$ cat src/rtl/vic_pkg.sv
package vic_pkg;
    typedef enum logic [1:0] {
        ST_IDLE = 2'd0,
        ST_PEND = 2'd1,
        ST_ACK  = 2'd2
    } vic_state_e;
endpackage

$ cat src/rtl/vic_req_latch.sv
module vic_req_latch #(
    parameter int N_SRC = 8
) (
    input  logic             clk,
    input  logic             rst_n,
    input  logic [N_SRC-1:0] irq,
    input  logic [N_SRC-1:0] clr,
    output logic [N_SRC-1:0] pend
);
    for (genvar i = 0; i < N_SRC; i++) begin : g_bit
        logic prev_q;
        logic pend_q;
        always_ff @(posedge clk or negedge rst_n) begin
            if (!rst_n) begin
                prev_q <= 1'b0;
                pend_q <= 1'b0;
            end else begin
                prev_q <= irq[i];
                pend_q <= (pend_q | (irq[i] & ~prev_q)) & ~clr[i];
            end
        end
        assign pend[i] = pend_q;
    end
endmodule

$ cat src/rtl/vic_prio.sv
module vic_prio #(
    parameter int N_SRC = 8,
    parameter int ID_W  = 3
) (
    input  logic [N_SRC-1:0] pend,
    input  logic [N_SRC-1:0] insvc,
    output logic [N_SRC-1:0] elig,
    output logic [ID_W-1:0]  win_id,
    output logic             win_vld
);
    logic [N_SRC-1:0] blk;

    for (genvar i = 0; i < N_SRC; i++) begin : g_blk
        if (i == 0) begin : g_first
            assign blk[i] = insvc[i];
        end else begin : g_rest
            assign blk[i] = blk[i-1] | insvc[i];
        end
        assign elig[i] = pend[i] & ~blk[i];
    end

    always_comb begin
        win_id = '0;
        for (int i = N_SRC - 1; i >= 0; i--) begin
            if (elig[i]) win_id = ID_W'(i);
        end
    end

    assign win_vld = |elig;
endmodule

$ cat src/rtl/vic_isr.sv
module vic_isr #(
    parameter int N_SRC = 8
) (
    input  logic             clk,
    input  logic             rst_n,
    input  logic [N_SRC-1:0] set,
    input  logic             eoi,
    output logic [N_SRC-1:0] insvc
);
    logic [N_SRC-1:0] isr_q;
    logic [N_SRC-1:0] lowest;

    assign lowest = isr_q & (~isr_q + N_SRC'(1));

    always_ff @(posedge clk or negedge rst_n) begin
        if (!rst_n) isr_q <= '0;
        else        isr_q <= (eoi ? (isr_q & ~lowest) : isr_q) | set;
    end

    assign insvc = isr_q;
endmodule

$ cat src/rtl/irq_vector_ctrl.sv
module irq_vector_ctrl
    import vic_pkg::*;
#(
    parameter int N_SRC  = 8,
    parameter int DATA_W = 8,
    localparam int ID_W  = (N_SRC > 1) ? $clog2(N_SRC) : 1
) (
    input  logic              clk,
    input  logic              rst_n,
    input  logic [N_SRC-1:0]  irq_in,
    input  logic              ack_in,
    input  logic              eoi_in,
    output logic              int_out,
    output logic [DATA_W-1:0] data_out,
    output logic              casc_out
);
    vic_state_e       state_q, state_d;
    logic [N_SRC-1:0] pend_w, isr_q, elig_w, grant_oh;
    logic [ID_W-1:0]  win_id, vec_q;
    logic             win_vld, grant;

    assign grant    = (state_q == ST_PEND) && ack_in;
    assign grant_oh = grant ? (N_SRC'(1) << win_id) : '0;

    vic_req_latch #(.N_SRC(N_SRC)) u_latch (
        .clk(clk), .rst_n(rst_n), .irq(irq_in), .clr(grant_oh), .pend(pend_w)
    );

    vic_prio #(.N_SRC(N_SRC), .ID_W(ID_W)) u_prio (
        .pend(pend_w), .insvc(isr_q), .elig(elig_w), .win_id(win_id), .win_vld(win_vld)
    );

    vic_isr #(.N_SRC(N_SRC)) u_isr (
        .clk(clk), .rst_n(rst_n), .set(grant_oh), .eoi(eoi_in), .insvc(isr_q)
    );

    always_comb begin
        state_d = state_q;
        unique case (state_q)
            ST_IDLE: if (win_vld) state_d = ST_PEND;
            ST_PEND: if (ack_in)  state_d = ST_ACK;
            ST_ACK:               state_d = ST_IDLE;
            default:              state_d = ST_IDLE;
        endcase
    end

    always_ff @(posedge clk or negedge rst_n) begin
        if (!rst_n) begin
            state_q <= ST_IDLE;
            vec_q   <= '0;
        end else begin
            state_q <= state_d;
            if (grant) vec_q <= win_id;
        end
    end

    always_comb begin
        int_out  = 1'b0;
        data_out = '0;
        unique case (state_q)
            ST_IDLE: ;
            ST_PEND: int_out  = 1'b1;
            ST_ACK:  data_out = DATA_W'(vec_q);
            default: ;
        endcase
    end

    assign casc_out = |pend_w;
endmodule

$ cat config.mk
export PLATFORM = sky130hd
export DESIGN_NAME = irq_vector_ctrl
export DESIGN_NICKNAME = d
export VERILOG_FILES = /design/src/rtl/vic_pkg.sv /design/src/rtl/vic_req_latch.sv /design/src/rtl/vic_prio.sv /design/src/rtl/vic_isr.sv /design/src/rtl/irq_vector_ctrl.sv
export SDC_FILE = /design/constraint.sdc
export NUM_CORES = 1
export LEC_CHECK = 0
export ABC_CLOCK_PERIOD_IN_PS = 4120
export BUFFER_PORTS_ARGS = -buffer_cell sky130_fd_sc_hd__buf_2
export CORE_AREA = 4 4 53 55
export CTS_BUF_LIST = sky130_fd_sc_hd__clkbuf_8
export CTS_CLUSTER_SIZE = 40
export DETAILED_ROUTE_END_ITERATION = 10
export DIE_AREA = 0 0 57 59
export HOLD_SLACK_MARGIN = 0.12
export PLACE_DENSITY_LB_ADDON = 0.15
export SYNTH_ARGS = -nofsm -noshare
export SYNTH_HDL_FRONTEND = slang
export SYNTH_SLANG_ARGS = --single-unit
$ cat constraint.sdc
create_clock -name clk -period 4.12 [get_ports clk]
set_input_delay 0 -clock clk [delete_from_list [all_inputs] [get_ports clk]]
set_output_delay 0 -clock clk [all_outputs]
set_load 0.01 [all_outputs]
==> metrics.yaml, run 1 <==
clockBufferDepth: 2
grt_pass1_wl_um: 4970
finalWirelength_um: 2980
r2r_cells: 5
syn_area_mm2: 0.00138
vdd.ir_drop.worst_mv: 0.370
via_count: 1123
holdBufCountCts: 11
grt_pass1_vias: 1089
hpwl_um: 2100
cts-resized-gates: 0
p_per_area_mw_per_mm2: 581
core_area_mm2: 0.00239
dr.pass1.iters: 4
finalHoldViolations: 0
synth_seq_cells: 29
multi_input_area_um2: 577
leakage_nw: 0.762
worstSetupStartpointType: "flip-flop"
n_antenna_cell: 0
arrival_ps: 2160
drive_above_1_share_pct: 19.3
area_growth_pct: 20.4
wl_per_cell_um: 15.2
synth_cells: 133
layout.nets: 177
die_y_um: 59
relSlewSlack_pct: 49.9
fin_crit_sh_pct: 48.7
grt_max_degree: 30
clk_pin_slew_ps: 60
initial_utilization_pct: 57.7
htree_levels: 2
cp.required_ps: 4280
fill_cells: 215
period_needed_ps: 2010
worst-path-max-fanout: 7
io_buffers: 16
place_congestion: 0.875
drtAntennaViolNets: 0
final_max_slew_viol_count: 0
maxCapViolations: 0
fmax_mhz: 498
post_synth.cell_area_avg_um2: 10.4
dp.cells: 177
rows: 18
drc: 0
status: "complete, no violations"
grt_usage_pct: 19.7
endpoint_kind: "flip-flop"
hold_path.class: "in -> async"
cts_tree: "built"
viasPerCell: 5.73
io_pins: 22
register_area_um2: 726
drtIter0Drc: 43
p_total_mw: 0.964
instances_no_fill: 196
postCtsSetupBuffers: 0
cts.sinks: 29
die-area_mm2: 0.00336
synthDistinctLibCells: 35
chipWidth_um: 57
setup_viol: 0
worstSkewPairLatency_ps: 280
tightest_slew_ps: 733
critPathKind: "reg -> reg"
yosysSeqAreaShare_pct: 52.7
grt.overflow.total: 0
hold_ws_ps: 287
tns_ps: 0
clock-root-buffer: "clkbuf_8"
rsz0062_at_grt: "no"
yosys_warnings: 0
antenna_found_initial: 0
fin_skew_ps: 4.45
numCtsBuffers: 5
-- final timing paths --
path	to	start	slack [ps]
hold / removal	u_latch.g_bit[7].prev_q	rst_n	290
setup / recovery	u_latch.g_bit[7].pend_q	u_isr.insvc[6]	2110
hold reg to reg	vec_q[1]	vec_q[1]	480
min in group clk	u_latch.g_bit[5].prev_q	irq_in[5]	370
max in group asynchronous	u_isr.insvc[2]	rst_n	3410
setup reg to reg	u_latch.g_bit[7].pend_q	u_isr.insvc[6]	2110
-- kinds of logic (layout without fill, tap and decap cells) --
| kind of cell | Yosys count | count (layout) | share of synthesized area, % |
|---|---|---|---|
| buffers and inverters | 19 | 48 | 6.54 |
| DFF | 29 | 29 | 52.7 |
| and+or+nand+nor | 38 | 38 | 15.3 |
| other | 1 | 5 | 0.272 |
| AOI/OAI and AO/OA | 46 | 46 | 25.3 |
-- final cells by class --
type | count | share of cell area [%]
Sequential cell | 29 | 43.7
Multi-Input combinational cell | 89 | 34.8
Timing Repair Buffer | 27 | 11.5
Clock buffer | 5 | 4.15
Inverter | 13 | 2.94
Tap cell | 30 | 2.26
Clock inverter | 3 | 0.679
-- cells in the final DEF, fill, tap and decap left out, types with 3 or more instances in the layout --
master	instances
o31ai_1	3
nand2_1	11
dfrtp_1	29
and2_1	3
o21ai_0	13
nand2b_1	3
nor2b_1	5
clkbuf_8	5
a21oi_1	10
buf_2	16
nor2_1	6
a31oi_1	5
dlygate4sd3_1	11
inv_1	16
conb_1	5
-- where the power goes --
group / leakage [nW] / switching (mW) / internal (mW)
combinational: 0.368 / 0.206 / 0.139
clock: 0.0519 / 0.102 / 0.112
sequential: 0.342 / 0.0665 / 0.339
total: 0.762 / 0.374 / 0.590
-- cells in the mapped netlist --
library cell,count,area share [%]
dfrtp_1,29,53
inv_1,13,3.5
o21ai_0,13,4.7
nand2_1,11,3.0
a21oi_1,10,3.6
nor2_1,6,1.6
a31oi_1,5,2.3
buf_4,5,2.7
nor2b_1,5,2.3
and2_1,3,1.4
nand2b_1,3,1.4
o31ai_1,3,1.6
a2111oi_4,2,4.0
nor3_1,2,0.73
o21a_1,2,1.1
o22a_1,2,1.3
a2111oi_0,1,0.64
a21o_1,1,0.55
a221oi_1,1,0.64
a31o_2,1,0.64
clkbuf_1,1,0.27
conb_1,1,0.27
nand2_2,1,0.45
nand3_1,1,0.36
nor4_1,1,0.45
nor4_2,1,0.91
o2111ai_4,1,1.9
o21a_2,1,0.64
o21ai_1,1,0.36
o21ai_2,1,0.64
o2bb2ai_1,1,0.64
or2_2,1,0.45
or3_1,1,0.45
or3_4,1,0.82
or4b_4,1,1.0
-- layer usage --
layer  part of all wire (%)  vias to the layer above  GRT usage, %
met4                    1.1                        0          5.96
met3                    7.3                        4          6.54
met2                     50                       49          33.4
met1                     41                      545          24.0
met5                      0                        -             0
li1                       -                      525             -
-- flip-flops by register name, indices dropped and copies added, names as in the netlist --
signal                flops
state_q                   2
u_latch.g_bit.pend_q      8
vec_q                     3
u_latch.g_bit.prev_q      8
u_isr.insvc               8
-- per-stage QoR --
step	cell area, um^2	utilization, %	worst slack, ps
6_report	1660	69.5	2110
5_1_grt	1660	69.5	2020
3_3_place_gp	1470	61.5	2120
2_1_floorplan	1390	-	2230
4_1_cts	1660	69.5	2120
3_5_place_dp	1470	61.5	2120
-- worst max-delay path, stage by stage (launching register included) --
cell       delay (ps)
dfrtp_1           400
or4b_4            560
a2111oi_4         410
o21ai_2           200
nor2_1            210
a31oi_1           110
Power figures use the tool's default switching activity.
==> run 2, diff against run 1 <==
- ABC_CLOCK_PERIOD_IN_PS: 4120 -> 1820
- CORE_AREA: 4 4 53 55 -> 4 4 57 59
- DIE_AREA: 0 0 57 59 -> 0 0 61 63
- clock period: 4.12 -> 1.82 ns (I/O delays scaled with it)
==> metrics.yaml, run 2 (synthesis results as in run 1) <==
fill_cells: 220  # +2.3%
n_antenna_cell: 0  # unchanged
numCtsBuffers: 5  # unchanged
postLayoutCoreUtil_pct: 70.3  # +0.77 points
dr.pass1.iters: 4  # unchanged
clockBufferDepth: 2  # unchanged
violations: "negative setup slack"
viasPerCell: 5.31  # -7.3%
die_y_um: 63  # +6.8%
finalHoldViolations: 0  # unchanged
drive_above_1_share_pct: 33.5  # +14 points
area_growth_pct: 38.2
leakage_nw: 0.888  # +17%
postLayoutCellArea_mm2: 0.00190  # +15%
place_congestion: 0.875  # about the same
drtIter0Drc: 31  # -28%
chipWidth_um: 61  # +7.0%
grt_pass1_wl_um: 5370  # +8.1%
endpoint_kind: "flip-flop"
fmax_mhz: 526  # +5.6%
grt_max_degree: 30  # unchanged
arrival_ps: 2070  # -90 ps
critPathKind: "reg -> reg"
rsz0062_at_grt: "yes"
relSlewSlack_pct: 57.1  # +7.2 points
p_per_area_mw_per_mm2: 1350  # +130%
dp.cells: 194  # +9.6%
rows: 19  # +1
hold_ws_ps: 277  # -9.82 ps
final.setup.worst_slack_ps: -80.8  # -2190 ps
finalWirelength_um: 3270  # +9.9%
tightest_slew_ps: 644  # -89.4 ps
grt_usage_pct: 19.4  # -0.31 points
worst-path-max-fanout: 3  # -4
setup_viol: 8  # +8
htree_levels: 2  # unchanged
clk_pin_slew_ps: 60  # about the same
vdd.ir_drop.worst_mv: 0.916  # +150%
cts_tree: "built"
timing.rr.start: "u_isr.insvc[7]"
period_needed_ps: 1900  # -107 ps
fin_skew_ps: 3.35  # -1.11 ps
initial_utilization_pct: 50.8  # -6.9 points
die-area_mm2: 0.00384  # +14%
drtAntennaViolNets: 0  # unchanged
clock-root-buffer: "clkbuf_8"
layout.cells.most_common_list: "dfrtp_1 (29), buf_4 (17), inv_1 (16), buf_2 (16), dlygate4sd3_1 (11)"
cts.sinks: 29  # unchanged
io_pins: 22  # unchanged
core_area_mm2: 0.00271  # +14%
worstSkewPairLatency_ps: 280  # about the same
grt_pass1_vias: 1169  # +7.3%
placed_cell_area_mm2: 0.00159  # +8.3%
fin_crit_sh_pct: 104  # +56 points
wl_per_cell_um: 14.9  # -1.7%
instances_no_fill: 219  # +12%
maxCapViolations: 0  # unchanged
antenna_found_initial: 0  # unchanged
hold_path.class: "in -> async"
hpwl_um: 2190  # +4.3%
grt.overflow.total: 0  # unchanged
drc: 0  # unchanged
place_ws_ps: -49.1  # -2170 ps
final_common_cell: "dfrtp_1"
worstSetupStartpointType: "flip-flop"
critPathLaunch: "u_isr.insvc[7]"
via_count: 1163  # +3.6%
final_max_slew_viol_count: 0  # unchanged
io_buffers: 16  # unchanged
status: "finished with violations"
layout.nets: 199  # +12%
cp.required_ps: 1990  # -2290 ps
==> run 2: changes by cell type in the layout (fill, tap and decap cells not counted), sizes merged <==
cell and delta:
buf +22
==> run 2: cell type report <==
cell class | instances | area (um^2) | area share [%]
Sequential cell | 29 | 726 | 38.1
Timing Repair Buffer | 49 | 374 | 19.6
Tap cell | 31 | 38.8 | 2.04
Inverter | 13 | 48.8 | 2.56
Clock inverter | 3 | 11.3 | 0.591
Multi-Input combinational cell | 89 | 637 | 33.4
Clock buffer | 5 | 68.8 | 3.61
==> run 2: path summary, 6_finish.rpt <==
kind / end / slack [ps] / cells after the start
setup / recovery: u_latch.g_bit[3].pend_q / -80 / 5
hold / removal: u_latch.g_bit[5].prev_q / 280 / 2
setup reg to reg: u_latch.g_bit[3].pend_q / -80 / 5
hold reg to reg: state_q[0] / 460 / 1
max in group asynchronous: u_latch.g_bit[2].prev_q / 1130 / 2
min in group clk: u_latch.g_bit[4].prev_q / 370 / 2
==> run 2: power breakdown <==
part | switching, mW | internal (mW)
logic | 0.598 | 0.573
clock network | 0.228 | 0.254
registers | 0.145 | 0.766
total | 0.971 | 1.59
==> run 2: timing repair <==
item / in CTS / in global routing
hold buffers: 11 / 0
endpoints found under the hold margin: 49 / 0
gates cloned: 0 / 0
pin swaps: 1 / 7
buffers inserted: 3 / 3
resized for setup: 1 / 21
setup endpoints to repair: 11 / 19
==> run 2: routing by layer <==
metal	track usage, %	up-vias	wire length [um]
met3	6.82	13	181
met4	10.0	0	114
met2	27.8	35	1510
met5	0	-	0
li1	-	568	-
met1	25.3	547	1460
==> run 2: critical path: stages, from the launching register on <==
cell       delay (ps)
dfrtp_1           400
or4b_4            530
a2111oi_4         390
o21a_2            210
nand2_2            70
o22a_1            190
==> run 2: per-stage QoR <==
stage / TNS (ps) / total power, mW
after floorplan: 0 / 1.48
after global routing: -1820 / 2.73
after global placement: -142 / 1.85
after CTS: -114 / 2.41
after detailed placement: -204 / 1.87
final: -240 / 2.56
==> run 3, diff against run 2 <==
- CORE_AREA: 4 4 57 59 -> 4 4 61 63
- DIE_AREA: 0 0 61 63 -> 0 0 65 67
- SLEW_MARGIN: default -> 25
==> metrics.yaml, run 3 (synthesis results as in run 1) <==
status: "finished with violations"
violations: "negative setup slack"
core_area_mm2: 0.00323  # +19%
io_buffers: 16  # unchanged
wl_per_cell_um: 13.9  # -7.2%
clock-root-buffer: "clkbuf_8"
instances_no_fill: 232  # +5.9%
viasPerCell: 4.88  # -8.1%
place_congestion: 0.860  # -1.7%
n_antenna_cell: 0  # unchanged
drtIter0Drc: 41  # +32%
grt_usage_pct: 17.2  # -2.2 points
rsz0062_at_grt: "yes"
critPathKind: "reg -> reg"
grt_pass1_vias: 1191  # +1.9%
worstPathCellList: "or4b_4 > a2111oi_4 > o21a_2 > nand2_2 > o22a_1"
layout.cells.most_common_list: "dfrtp_1 (29), buf_4 (19), buf_2 (16)"
cpLargestDelayFamily: "compound AO/OA/AOI/OAI gates"
dp.cells: 209  # +7.7%
r2r_cells: 5  # unchanged
worstSkewPairLatency_ps: 280  # about the same
routed.top_layer: "met4"
drtAntennaViolNets: 0  # unchanged
p_total_mw: 2.63  # +2.7%
setup_viol: 6  # -2
final.setup.worst_slack_ps: -50.3  # +30.5 ps
htree_levels: 2  # unchanged
maxCapViolations: 0  # unchanged
vdd.ir_drop.worst_mv: 0.782  # -15%
endpoint_kind: "flip-flop"
hpwl_um: 2230  # +1.8%
rows: 21  # +2
reg2reg_slack_ps: -50  # +30 ps
chipWidth_um: 65  # +6.6%
numCtsBuffers: 5  # unchanged
fin_crit_sh_pct: 103  # -1.7 points
grt.overflow.total: 0  # unchanged
wl_met2_um: 1510  # -0.13%
fmax_mhz: 535  # +1.6%
drc: 0  # unchanged
cpMaxStageDelayCell: "or4b_4"
io_pins: 22  # unchanged
leakage_nw: 0.872  # -1.8%
antenna_found_initial: 0  # unchanged
crit_buf_inv: 0  # unchanged
relSlewSlack_pct: 56.9  # -0.17 points
arrival_ps: 2040  # -30 ps
slowest_delay_ps: 550  # +20 ps
postLayoutCoreUtil_pct: 58.3  # -12 points
drive_above_1_share_pct: 30.1  # -3.4 points
initial_utilization_pct: 42.6  # -8.2 points
clk_pin_slew_ps: 60  # about the same
die-area_mm2: 0.00436  # +13%
die_y_um: 67  # +6.3%
p_per_area_mw_per_mm2: 1400  # +3.8%
final_max_slew_viol_count: 0  # unchanged
period_needed_ps: 1870  # -30.5 ps
finalWirelength_um: 3220  # -1.7%
fin_skew_ps: 8.00  # +4.65 ps
via_count: 1132  # -2.7%
finalHoldViolations: 0  # unchanged
worst-path-max-fanout: 3  # unchanged
layout.nets: 197  # -1.0%
cp.required_ps: 1990  # about the same
hold_ws_ps: 281  # +3.61 ps
worstSetupStartpointType: "flip-flop"
clockBufferDepth: 2  # unchanged
area_growth_pct: 36.8
crit_cells: 5  # unchanged
timing.rr.start: "u_isr.insvc[6]"
r2r_end: "u_latch.g_bit[3].pend_q"
dr.pass1.iters: 4  # unchanged
met1_length_um: 1470  # +0.55%
tns_ps: -135  # +105 ps
hold_path.class: "in -> async"
final_common_cell: "dfrtp_1"
tightest_slew_ps: 646  # +2.52 ps
wl_met3_um: 146  # -19%
grt_pass1_wl_um: 5460  # +1.8%
grt_max_degree: 30  # unchanged
cts_tree: "built"
cts.sinks: 29  # unchanged
==> run 3: cell types whose count changed in the layout (fill, tap and decap cells not counted), moves of 2 or more <==
cell	change
buf_6	-4
nand2_1	+2
o21ai_0	+2
buf_4	+2
nand2_2	-2
o31ai_1	+2
inv_1	-2
==> run 3: power by group <==
part,total (mW),switching [mW],leakage [nW],internal [mW]
combinational,1.05,0.525,0.467,0.524
sequential,0.905,0.139,0.342,0.766
clock,0.680,0.240,0.0626,0.440
total,2.63,0.904,0.872,1.73
==> run 3: stage by stage <==
| step | area, um^2 | setup WS [ps] |
|---|---|---|
| floorplan | 1390 | 6.53 |
| global placement | 1610 | -24.3 |
| detailed placement | 1610 | -66.6 |
| CTS | 1850 | -72.0 |
| global route | 1880 | -134 |
| finish | 1880 | -50.3 |
==> run 3: worst max path at each step <==
stage                              start                       to  slack, ps
after floorplan           u_isr.insvc[6]  u_latch.g_bit[3].pend_q          7
after global placement    u_isr.insvc[2]           u_isr.insvc[7]        -20
after detailed placement  u_isr.insvc[6]  u_latch.g_bit[7].pend_q        -70
after CTS                 u_isr.insvc[6]  u_latch.g_bit[7].pend_q        -70
after global routing      u_isr.insvc[2]           u_isr.insvc[5]       -130
final                     u_isr.insvc[6]  u_latch.g_bit[3].pend_q        -50
==> run 3: what timing repair did <==
action | CTS | global route
pin swaps | 0 | 1
gates resized for setup | 1 | 6
endpoints found under the hold margin | 49 | 0
buffers inserted | 2 | 2
hold buffers | 11 | 0
endpoints found under the setup margin | 10 | 19
==> run 3: worst reg2reg max path: stages, from the launching register on <==
cell and delay (ps):
dfrtp_1 380, or4b_4 550, a2111oi_4 340, o21a_2 210
nand2_2 80, o22a_1 190
==> run 3: cell type report <==
type / instances / area (um^2)
Fill cell: 277 / 1350
Sequential cell: 29 / 726
Multi-Input combinational cell: 89 / 592
Timing Repair Buffer: 47 / 344
Clock buffer: 6 / 82.6
Tap cell: 46 / 57.6
Inverter: 13 / 48.8
Clock inverter: 2 / 33.8
==> run 3: routing by layer <==
layer	up-vias	global-route usage [%]
met1	532	19.7
met3	10	5.56
met4	0	9.50
met5	-	0
li1	563	-
met2	27	28.2
